## src/rtl/alloc_policy_pkg.sv

```systemverilog
package alloc_policy_pkg;

    localparam int ADDR_W_DEF   = 34;
    localparam int MASK_W_DEF   = 8;
    localparam int CTRL_W       = 3;
    localparam int WIN_LOG2_DEF = 31;
    localparam logic [ADDR_W_DEF-1:0] WIN_BASE_DEF = 34'h1_0000_0000;

    typedef enum logic {
        SRC_CPU = 1'b0,
        SRC_IO  = 1'b1
    } src_e;

    typedef enum logic [1:0] {
        KIND_READ  = 2'd0,
        KIND_WRITE = 2'd1,
        KIND_CSRWR = 2'd2,
        KIND_RSVD  = 2'd3
    } kind_e;

    // Field order fixes the bit layout: diag_fill is bit2, always_alloc is bit0.
    typedef struct packed {
        logic diag_fill;
        logic cond_io;
        logic always_alloc;
    } ctrl_t;

    typedef struct packed {
        logic allocate;
        logic write_around;
        logic update;
        logic force_clean;
        logic fill;
        logic csr_pass;
    } dec_t;

    localparam dec_t DEC_NONE = '0;

    function automatic logic full_block(input logic [MASK_W_DEF-1:0] m);
        return &m;
    endfunction

endpackage

```

## src/rtl/alloc_policy_ctrl.sv

```systemverilog
module alloc_policy_ctrl
    import alloc_policy_pkg::*;
(
    input  logic              clk,
    input  logic              rst,
    input  logic              we,
    input  logic [CTRL_W-1:0] wdata,
    output ctrl_t             ctrl
);

    always_ff @(posedge clk) begin
        if (rst)
            ctrl <= '0;
        else if (we)
            ctrl <= ctrl_t'(wdata);
    end

endmodule

```

## src/rtl/alloc_policy_cpu.sv

```systemverilog
module alloc_policy_cpu
    import alloc_policy_pkg::*;
#(
    parameter int ADDR_W   = ADDR_W_DEF,
    parameter int MASK_W   = MASK_W_DEF,
    parameter int WIN_LOG2 = WIN_LOG2_DEF,
    parameter logic [ADDR_W-1:0] WIN_BASE = WIN_BASE_DEF
)(
    input  logic              diag_fill,
    input  logic              always_alloc,
    input  kind_e             kind,
    input  logic [ADDR_W-1:0] addr,
    input  logic [MASK_W-1:0] mask,
    output dec_t              dec
);

    localparam int HI_W = ADDR_W - WIN_LOG2;

    logic [HI_W-1:0] base_hi;
    logic            in_window;
    logic            whole;

    assign base_hi   = WIN_BASE[ADDR_W-1:WIN_LOG2];
    assign in_window = (addr[ADDR_W-1:WIN_LOG2] == base_hi);
    assign whole     = &mask;

    always_comb begin
        dec = DEC_NONE;
        unique case (kind)
            KIND_READ: begin
                if (diag_fill && in_window) begin
                    dec.fill        = 1'b1;
                    dec.force_clean = 1'b1;
                end
            end
            KIND_WRITE: begin
                if (diag_fill)
                    dec.write_around = 1'b1;
                else if (always_alloc || !whole)
                    dec.allocate = 1'b1;
                else
                    dec.write_around = 1'b1;
            end
            KIND_CSRWR: dec.csr_pass = 1'b1;
            default:    dec = DEC_NONE;
        endcase
    end

endmodule

```

## src/rtl/alloc_policy_snoop.sv

```systemverilog
module alloc_policy_snoop
    import alloc_policy_pkg::*;
(
    input  logic  cond_io,
    input  kind_e kind,
    input  logic  tag_hit,
    input  logic  tag_valid,
    input  logic  dup_hit,
    output dec_t  dec
);

    logic main_hit;
    assign main_hit = tag_hit && tag_valid;

    always_comb begin
        dec = DEC_NONE;
        unique case (kind)
            KIND_WRITE: dec.update   = cond_io ? (main_hit && dup_hit) : main_hit;
            KIND_CSRWR: dec.csr_pass = 1'b1;
            default:    dec = DEC_NONE;
        endcase
    end

endmodule

```

## src/rtl/alloc_policy.sv

```systemverilog
module alloc_policy
    import alloc_policy_pkg::*;
#(
    parameter int ADDR_W   = ADDR_W_DEF,
    parameter int MASK_W   = MASK_W_DEF,
    parameter int WIN_LOG2 = WIN_LOG2_DEF,
    parameter logic [ADDR_W-1:0] WIN_BASE = WIN_BASE_DEF
)(
    input  logic              clk,
    input  logic              rst,
    input  logic              ctrl_we,
    input  logic [CTRL_W-1:0] ctrl_wdata,
    output logic [CTRL_W-1:0] ctrl_rdata,
    input  logic              txn_valid,
    input  logic              txn_src,
    input  logic [1:0]        txn_kind,
    input  logic [ADDR_W-1:0] txn_addr,
    input  logic [MASK_W-1:0] txn_mask,
    input  logic              tag_hit,
    input  logic              tag_valid,
    input  logic              dup_hit,
    output logic              allocate,
    output logic              write_around,
    output logic              update,
    output logic              force_clean,
    output logic              fill_from_addr,
    output logic [ADDR_W-1:0] fill_data,
    output logic              csr_pass
);

    ctrl_t ctrl;
    dec_t  cpu_dec, io_dec, sel_dec, dec_q;
    kind_e kind;
    src_e  src;
    logic [ADDR_W-1:0] fill_q;

    assign kind = kind_e'(txn_kind);
    assign src  = src_e'(txn_src);

    alloc_policy_ctrl u_ctrl (
        .clk   (clk),
        .rst   (rst),
        .we    (ctrl_we),
        .wdata (ctrl_wdata),
        .ctrl  (ctrl)
    );

    alloc_policy_cpu #(
        .ADDR_W   (ADDR_W),
        .MASK_W   (MASK_W),
        .WIN_LOG2 (WIN_LOG2),
        .WIN_BASE (WIN_BASE)
    ) u_cpu (
        .diag_fill    (ctrl.diag_fill),
        .always_alloc (ctrl.always_alloc),
        .kind         (kind),
        .addr         (txn_addr),
        .mask         (txn_mask),
        .dec          (cpu_dec)
    );

    alloc_policy_snoop u_snoop (
        .cond_io   (ctrl.cond_io),
        .kind      (kind),
        .tag_hit   (tag_hit),
        .tag_valid (tag_valid),
        .dup_hit   (dup_hit),
        .dec       (io_dec)
    );

    always_comb begin
        if (!txn_valid)
            sel_dec = DEC_NONE;
        else if (src == SRC_IO)
            sel_dec = io_dec;
        else
            sel_dec = cpu_dec;
    end

    always_ff @(posedge clk) begin
        if (rst) begin
            dec_q  <= DEC_NONE;
            fill_q <= '0;
        end else begin
            dec_q  <= sel_dec;
            fill_q <= sel_dec.fill ? txn_addr : '0;
        end
    end

    assign ctrl_rdata     = ctrl;
    assign allocate       = dec_q.allocate;
    assign write_around   = dec_q.write_around;
    assign update         = dec_q.update;
    assign force_clean    = dec_q.force_clean;
    assign fill_from_addr = dec_q.fill;
    assign fill_data      = fill_q;
    assign csr_pass       = dec_q.csr_pass;

    // the three placement decisions never coexist
    a_r10_exclusive: assert property (@(posedge clk) disable iff (rst)
        $onehot0({allocate, write_around, update}));

    // nothing follows an invalid slot
    a_r10_idle: assert property (@(posedge clk) disable iff (rst)
        !txn_valid |=> !(allocate || write_around || update || force_clean
                         || fill_from_addr || csr_pass));

    // conditional update needs the duplicate tag
    a_r6_dup_needed: assert property (@(posedge clk) disable iff (rst)
        (txn_valid && txn_src && ctrl.cond_io && !dup_hit) |=> !update);

    // diagnostic fill carries the sampled address and a clean probe
    a_r7_fill_addr: assert property (@(posedge clk) disable iff (rst)
        fill_from_addr |-> (fill_data == $past(txn_addr)) && force_clean);

    // no allocation while diagnostic fill is on
    a_r8_no_alloc: assert property (@(posedge clk) disable iff (rst)
        (txn_valid && ctrl.diag_fill) |=> !allocate);

    // control starts cleared after reset
    a_r1_ctrl_reset: assert property (@(posedge clk)
        $past(rst) |-> (ctrl_rdata == '0));

endmodule

```

## config.mk

```make
export PLATFORM = sky130hd
export DESIGN_NAME = alloc_policy
export DESIGN_NICKNAME = d
export VERILOG_FILES = /design/src/rtl/alloc_policy_pkg.sv /design/src/rtl/alloc_policy_ctrl.sv /design/src/rtl/alloc_policy_cpu.sv /design/src/rtl/alloc_policy_snoop.sv /design/src/rtl/alloc_policy.sv
export SDC_FILE = /design/constraint.sdc
export NUM_CORES = 1
export LEC_CHECK = 0
export BUFFER_PORTS_ARGS = -buffer_cell sky130_fd_sc_hd__clkbuf_2
export CAP_MARGIN = 20
export CORE_MARGIN = 2
export CORE_UTILIZATION = 45
export CTS_BUF_LIST = sky130_fd_sc_hd__clkbuf_4
export DETAILED_ROUTE_END_ITERATION = 10
export GPL_ROUTABILITY_DRIVEN = 1
export PLACE_DENSITY = 0.85
export SETUP_SLACK_MARGIN = 0.02
export SYNTH_ARGS = -nofsm -noshare
export SYNTH_HDL_FRONTEND = slang
export SYNTH_HIERARCHICAL = 1
export SYNTH_SLANG_ARGS = --single-unit
export TNS_END_PERCENT = 20
```

## constraint.sdc

```tcl
create_clock -name clk -period 2.3 [get_ports clk]
set_input_delay 0.115 -clock clk [delete_from_list [all_inputs] [get_ports clk]]
set_output_delay 0.115 -clock clk [all_outputs]
set_load 0.01 [all_outputs]
```

==> impl_metrics.toml, run 1 <==
[floorplanning]
fp.coreArea_sq_mm = 0.00305
rows = 20
floorplan.die.height_microns = 60.5
die-area_sq_mm = 0.00365
die_width_microns = 60.5
ios = 98
initial_utilization = 0.470

[clock_tree]
cts-root-to-sink-buffers = 2
post_cts_setup_buffer_count = 0
cts_tree = "built"
cts.clk_slew.worst_paths_ps = 130
clk_root_buffer_cell = "sky130_fd_sc_hd__clkbuf_4"
cts-resized-gates = 0
cts_num_sinks = 43
clock_insertion_delay_at_the_later_pin_of_the_skew_report_ps = 340
cts-htree-levels = 2
cts_made_buffers = 5

[timing]
setup-tns-final_ps = 0
min_period_over_period = 0.752
setup_viol = 0
timing_worst_slew_pin_value_ps = 1020
max_freq_mhz = 578
final.setup_skew_ps = 8.06
grt_setup_unrepaired = "no"
final_hold_viol_count = 0
final_max_slew_viol_count = 0
slew_headroom = 0.320
finalWorstPathRequiredPeriod_ps = 1730

[yosys]
compound_gate_fraction_of_synth_area = 0.0113
post_synth_xor_area_fraction = 0
synth_top_area_frac = 0.600
synthDistinctLibCells = 24
synth_seq_area_share = 0.600
synth_top_cell_by_area = "sky130_fd_sc_hd__dfxtp_1"
yosys_register_bits = 43
post_synth_main_area_contributors = "sky130_fd_sc_hd__dfxtp_1 (60%), sky130_fd_sc_hd__and3_1 (13%), sky130_fd_sc_hd__mux2i_1 (5.6%)"
ys.warnings.count = 6
synth_simple_gate_area_frac = 0.243
dominant_combinational_cell_family_by_area_after_synthesis = "simple AND/OR/NAND/NOR gates"
synth_adder_area_share = 0
post_synthesis_mux_area_share = 0.0663
avgSynthCellArea_sq_um = 11.4
postSynthCellCount = 126
netlist_area_sq_mm = 0.00143

[global_routing]
pin_count_of_the_biggest_net_entering_global_routing = 36
first_pass_grt_wire_length_microns = 5560
grt_ovf = 0
antenna_found_initial = 0
globalRouteTotalUtil = 0.208
grt_pass1_vias = 1254

[routing]
routed_wire_length_on_met3_microns = 418
post_drt_via_cell_ratio = 4.54
ant_nets_after_route = 0
wire_per_inst_microns = 14.2
detail_route.wirelength.met1_microns = 1580
detailedRoute.firstIterationViolations = 70
route.vias.total = 1349
drc = 0
drt_pass1_iterations = 4
postRouteWirelength_microns = 4230
highest-signal-layer = "met4"
detailroute.wirelength.met2_microns = 2150

[final_layout]
fillers = 230
post_route_cells_drive_above_1_share = 0.451
final_cell_count_no_fill = 297
area_delta_synth_final_pct = 59.6
layout.nets = 307
antenna-diode-count = 0
multiInputGateArea_sq_um = 482
seqCellArea_sq_um = 861

[run_status]
status = "finished clean"

[placement]
place_inst = 257
detailed_place_hpwl_microns = 2290
routabilityCongestion = 0.765
portBuffers = 97

[power]
static-leakage-power_nw = 1.27
vdd_ir_drop_max_uv = 386
power-per-cell-area_mw_per_mm2 = 615

[worst_setup_path]
cp-end-kind = "register"
worst-setup-path-type = "input pin to register"
cp.arrival_ps = 2020
worstPathRequired_ps = 2590
cp_max_fo = 35
crit_path_start_kind = "input pin"

[min_path]
hp-class = "input pin to register"

[flow_run]
drv.max_cap_violation_count = 0
==> layout make-up <==
type                            instances  share of cell area
Multi-Input combinational cell         72               0.210
Tap cell                               44              0.0241
Clock inverter                          3              0.0191
Timing Repair Buffer                  129               0.352
Sequential cell                        43               0.376
Inverter                                1             0.00164
Clock buffer                            5              0.0164
==> critical path: stages <==
cell and delay [ps]:
sky130_fd_sc_hd__dlygate4sd3_1 530, sky130_fd_sc_hd__clkbuf_2 110, sky130_fd_sc_hd__or4b_1 480, sky130_fd_sc_hd__nor3b_2 200, sky130_fd_sc_hd__mux2_4 350, sky130_fd_sc_hd__and3_2 230
==> per-layer routing <==
| layer | GRT usage | up-vias |
|---|---|---|
| li1 | - | 667 |
| met1 | 0.216 | 589 |
| met2 | 0.388 | 83 |
| met3 | 0.0768 | 10 |
| met4 | 0.0683 | 0 |
| met5 | 0 | - |
==> worst paths after layout <==
kind / start / to / slack, ps / cells past startpoint
setup / recovery: txn_addr[33] / fill_data[29] / 570 / 6
setup reg to reg: u_ctrl/ctrl[2] / fill_data[29] / 980 / 3
hold / removal: txn_addr[4] / fill_data[4] / 5 / 2
hold reg to reg: u_ctrl/ctrl[0] / u_ctrl/ctrl[0] / 560 / 2
==> cell families (layout without fill, tap and decap cells) <==
| family | count (synthesis) | in the layout |
|---|---|---|
| muxes | 9 | 9 |
| buffers and inverters | 14 | 138 |
| DFF | 43 | 43 |
| other | 2 | 5 |
| and+or+nand+nor | 56 | 56 |
| AOI/OAI and AO/OA | 2 | 2 |
==> through the flow <==
stage               hold WS (ps)  area [sq um]  total power [mW]  worst slack, ps  utilization
finish                      4.76          2290              1.41              570        0.750
global route                6.00          2290              1.47              487        0.750
CTS                        0.109          2230              1.40              592        0.730
detailed placement           341          1890             0.904              707        0.618
global placement             340          1890             0.903              733        0.618
floorplan                    187          1450             0.846              964            -
==> registers in the layout, summed over array words and instances (netlist names) <==
| register | cells |
|---|---|
| fill_data | 34 |
| u_ctrl/ctrl | 3 |
| allocate | 1 |
| csr_pass | 1 |
| fill_from_addr | 1 |
| force_clean | 1 |
| update | 1 |
| write_around | 1 |
==> Yosys cell counts <==
library cell,number
sky130_fd_sc_hd__and2_1,1
sky130_fd_sc_hd__dfxtp_1,43
sky130_fd_sc_hd__inv_1,1
sky130_fd_sc_hd__nor2_1,8
sky130_fd_sc_hd__conb_1,2
sky130_fd_sc_hd__nor3b_1,1
sky130_fd_sc_hd__nor2b_1,3
sky130_fd_sc_hd__clkbuf_1,3
sky130_fd_sc_hd__a21oi_2,1
sky130_fd_sc_hd__buf_4,6
sky130_fd_sc_hd__nor3_1,1
sky130_fd_sc_hd__nor3b_2,1
sky130_fd_sc_hd__nand2b_1,1
sky130_fd_sc_hd__nand2_1,1
sky130_fd_sc_hd__and3_2,5
sky130_fd_sc_hd__or4b_1,1
sky130_fd_sc_hd__mux2_4,1
sky130_fd_sc_hd__mux2i_1,8
sky130_fd_sc_hd__nand3_1,1
sky130_fd_sc_hd__buf_6,4
sky130_fd_sc_hd__and2b_1,1
sky130_fd_sc_hd__nand4b_1,2
sky130_fd_sc_hd__o21a_1,1
sky130_fd_sc_hd__and3_1,29
==> timing repair <==
action / in CTS / in global routing
hold endpoints to repair: 27 / 6
hold buffers: 26 / 6
setup endpoints to repair: 0 / 0
==> where the power goes <==
group / total, mW / leakage [nW] / internal, mW / switching (mW)
registers: 0.768 / 0.349 / 0.761 / 0.00737
logic: 0.168 / 0.877 / 0.0985 / 0.0697
clock network: 0.470 / 0.0452 / 0.229 / 0.242
total: 1.41 / 1.27 / 1.09 / 0.319
==> cell usage in the layout, fill, tap and decap left out, drive strengths merged <==
master       netlist  final
nand3              1      1
and2b              1      1
a21oi              1      1
nor2b              3      3
mux2i              8      8
nor2               8      8
or4b               1      1
inv                1      1
bufinv             0      1
mux2               1      1
nand4b             2      2
and2               1      1
and3              34     34
dfxtp             43     43
clkbuf             3    102
nor3               1      1
nand2              1      1
nand2b             1      1
conb               2      5
nor3b              2      2
o21a               1      1
clkinv             0      2
dlygate4sd3        0     32
Note: power is estimated with default switching activity, not from simulation.
==> inputs of run 2 (changes only) <==
CORE_UTILIZATION = 42   (was 45)
PLACE_DENSITY = 0.8   (was 0.85)
clock period = 1.7 ns   (was 2.3 ns; I/O delays follow)
==> run 2 against run 1 <==
  * Sequential share of layout area shrank 0.82 points
  * Via count grew 1.1%
  * Power grew 34%
  * Largest power group unchanged
==> impl_metrics.toml, run 2 (synthesized netlist as in run 1, its figures left out) <==
[routing]
drc = 0
wire_per_inst_microns = 13.0
detailedRoute.firstIterationViolations = 75
ant_nets_after_route = 0
postRouteWirelength_microns = 3940
route.vias.total = 1364
drt_pass1_iterations = 4
post_drt_via_cell_ratio = 4.50

[final_layout]
seqCellArea_sq_um = 861
final_core_utilization = 0.707
largest_reg_flops = 34
fillers = 262
layout.nets = 312
multiInputGateArea_sq_um = 487
post_route_cells_drive_above_1_share = 0.440
antenna-diode-count = 0
final_cell_mix = "sky130_fd_sc_hd__clkbuf_2 (97), sky130_fd_sc_hd__dfxtp_1 (43), sky130_fd_sc_hd__dlygate4sd3_1 (37)"
area_delta_synth_final_pct = 63.2
mostFrequentLayoutCell = "sky130_fd_sc_hd__clkbuf_2"

[worst_setup_path]
worst-setup-path-type = "register to register"
register_to_register_setup_slack_ps = 400
worstPathRequired_ps = 1980
crit_path_start_kind = "register"
cp_max_fo = 35
cp.arrival_ps = 1580
cp-end-kind = "register"

[run_status]
status = "finished clean"

[timing]
timing_worst_slew_pin_value_ps = 569
final_hold_viol_count = 0
setup_viol = 0
slew_headroom = 0.620
max_freq_mhz = 770
final.setup_skew_ps = 9.03
setup-tns-final_ps = 0
final_max_slew_viol_count = 0
finalWorstPathRequiredPeriod_ps = 1300
min_period_over_period = 0.764
grt_setup_unrepaired = "no"

[placement]
routabilityCongestion = 0.726
portBuffers = 97
detailed_place_hpwl_microns = 2330

[clock_tree]
cts.clk_slew.worst_paths_ps = 120
cts_made_buffers = 5
cts-root-to-sink-buffers = 2
cts_num_sinks = 43
clock_insertion_delay_at_the_later_pin_of_the_skew_report_ps = 330
post_cts_setup_buffer_count = 0
clk_root_buffer_cell = "sky130_fd_sc_hd__clkbuf_4"
cts-htree-levels = 2
cts_tree = "built"

[flow_run]
drv.max_cap_violation_count = 0

[floorplanning]
ios = 98
floorplan.die.height_microns = 62.4
fp.coreArea_sq_mm = 0.00331
die-area_sq_mm = 0.00390
initial_utilization = 0.433
die_width_microns = 62.4
rows = 21

[global_routing]
pin_count_of_the_biggest_net_entering_global_routing = 36
grt_pass1_vias = 1444
antenna_found_initial = 0
first_pass_grt_wire_length_microns = 6320
globalRouteTotalUtil = 0.208
grt_ovf = 0

[min_path]
hp-class = "input pin to register"

[power]
static-leakage-power_nw = 1.29
power-per-cell-area_mw_per_mm2 = 807
vdd_ir_drop_max_uv = 456
-- run 2: cell count changes in the layout (fill, tap and decap cells not counted) --
| cell | change |
|---|---|
| sky130_fd_sc_hd__clkinv_4 | -1 |
| sky130_fd_sc_hd__clkbuf_4 | +1 |
| sky130_fd_sc_hd__nor2b_2 | -1 |
| sky130_fd_sc_hd__clkinv_2 | -1 |
| sky130_fd_sc_hd__dlygate4sd3_1 | +5 |
| sky130_fd_sc_hd__nor2b_4 | +1 |
-- run 2: per-layer routing --
layer / part of all wire / global-route usage / up-vias
met5: 0 / 0 / -
met4: 0.025 / 0.108 / 0
met3: 0.079 / 0.0595 / 12
met2: 0.51 / 0.391 / 76
met1: 0.39 / 0.205 / 599
li1: - / - / 677
-- run 2: path summary, 6_finish.rpt --
path	startpoint	end	cells past startpoint
setup / recovery	u_ctrl/ctrl[2]	fill_data[30]	3
setup reg to reg	u_ctrl/ctrl[2]	fill_data[30]	3
hold / removal	txn_addr[31]	fill_data[31]	2
hold reg to reg	u_ctrl/ctrl[0]	u_ctrl/ctrl[0]	2
-- run 2: stage by stage --
step	setup slack, ps	std cells	hold slack (ps)	instance area (sq um)	power (mW)
2_1_floorplan	394	129	157	1450	1.15
3_3_place_gp	168	259	309	1890	1.22
3_5_place_dp	93.0	259	311	1890	1.22
4_1_cts	167	303	1.79	2330	1.90
5_1_grt	307	303	18.9	2340	1.98
6_report	402	303	22.0	2340	1.89
-- run 2: layout make-up --
class / count / area share
flip-flops and latches: 43 / 0.368
well taps: 46 / 0.0246
clock buffers: 6 / 0.0193
repair buffers: 134 / 0.366
multi-input cells: 72 / 0.208
clock inverters: 1 / 0.0128
inverters: 1 / 0.00160
-- run 2: power breakdown --
part / internal, mW / total (mW) / switching [mW] / leakage [nW]
clock: 0.320 / 0.615 / 0.295 / 0.0417
combinational: 0.142 / 0.235 / 0.0932 / 0.903
sequential: 1.03 / 1.04 / 0.00964 / 0.349
-- run 2: critical path, cell delays in order, from the launching register on --
cell	delay (ps)
sky130_fd_sc_hd__dfxtp_1	430
sky130_fd_sc_hd__nor3b_2	230
sky130_fd_sc_hd__mux2_4	360
sky130_fd_sc_hd__and3_2	220
-- run 2: timing repair --
item | CTS | global route
endpoints found under the setup margin | 0 | 20
resized for setup | 0 | 1
hold buffers | 37 | 0
endpoints found under the hold margin | 36 | 0
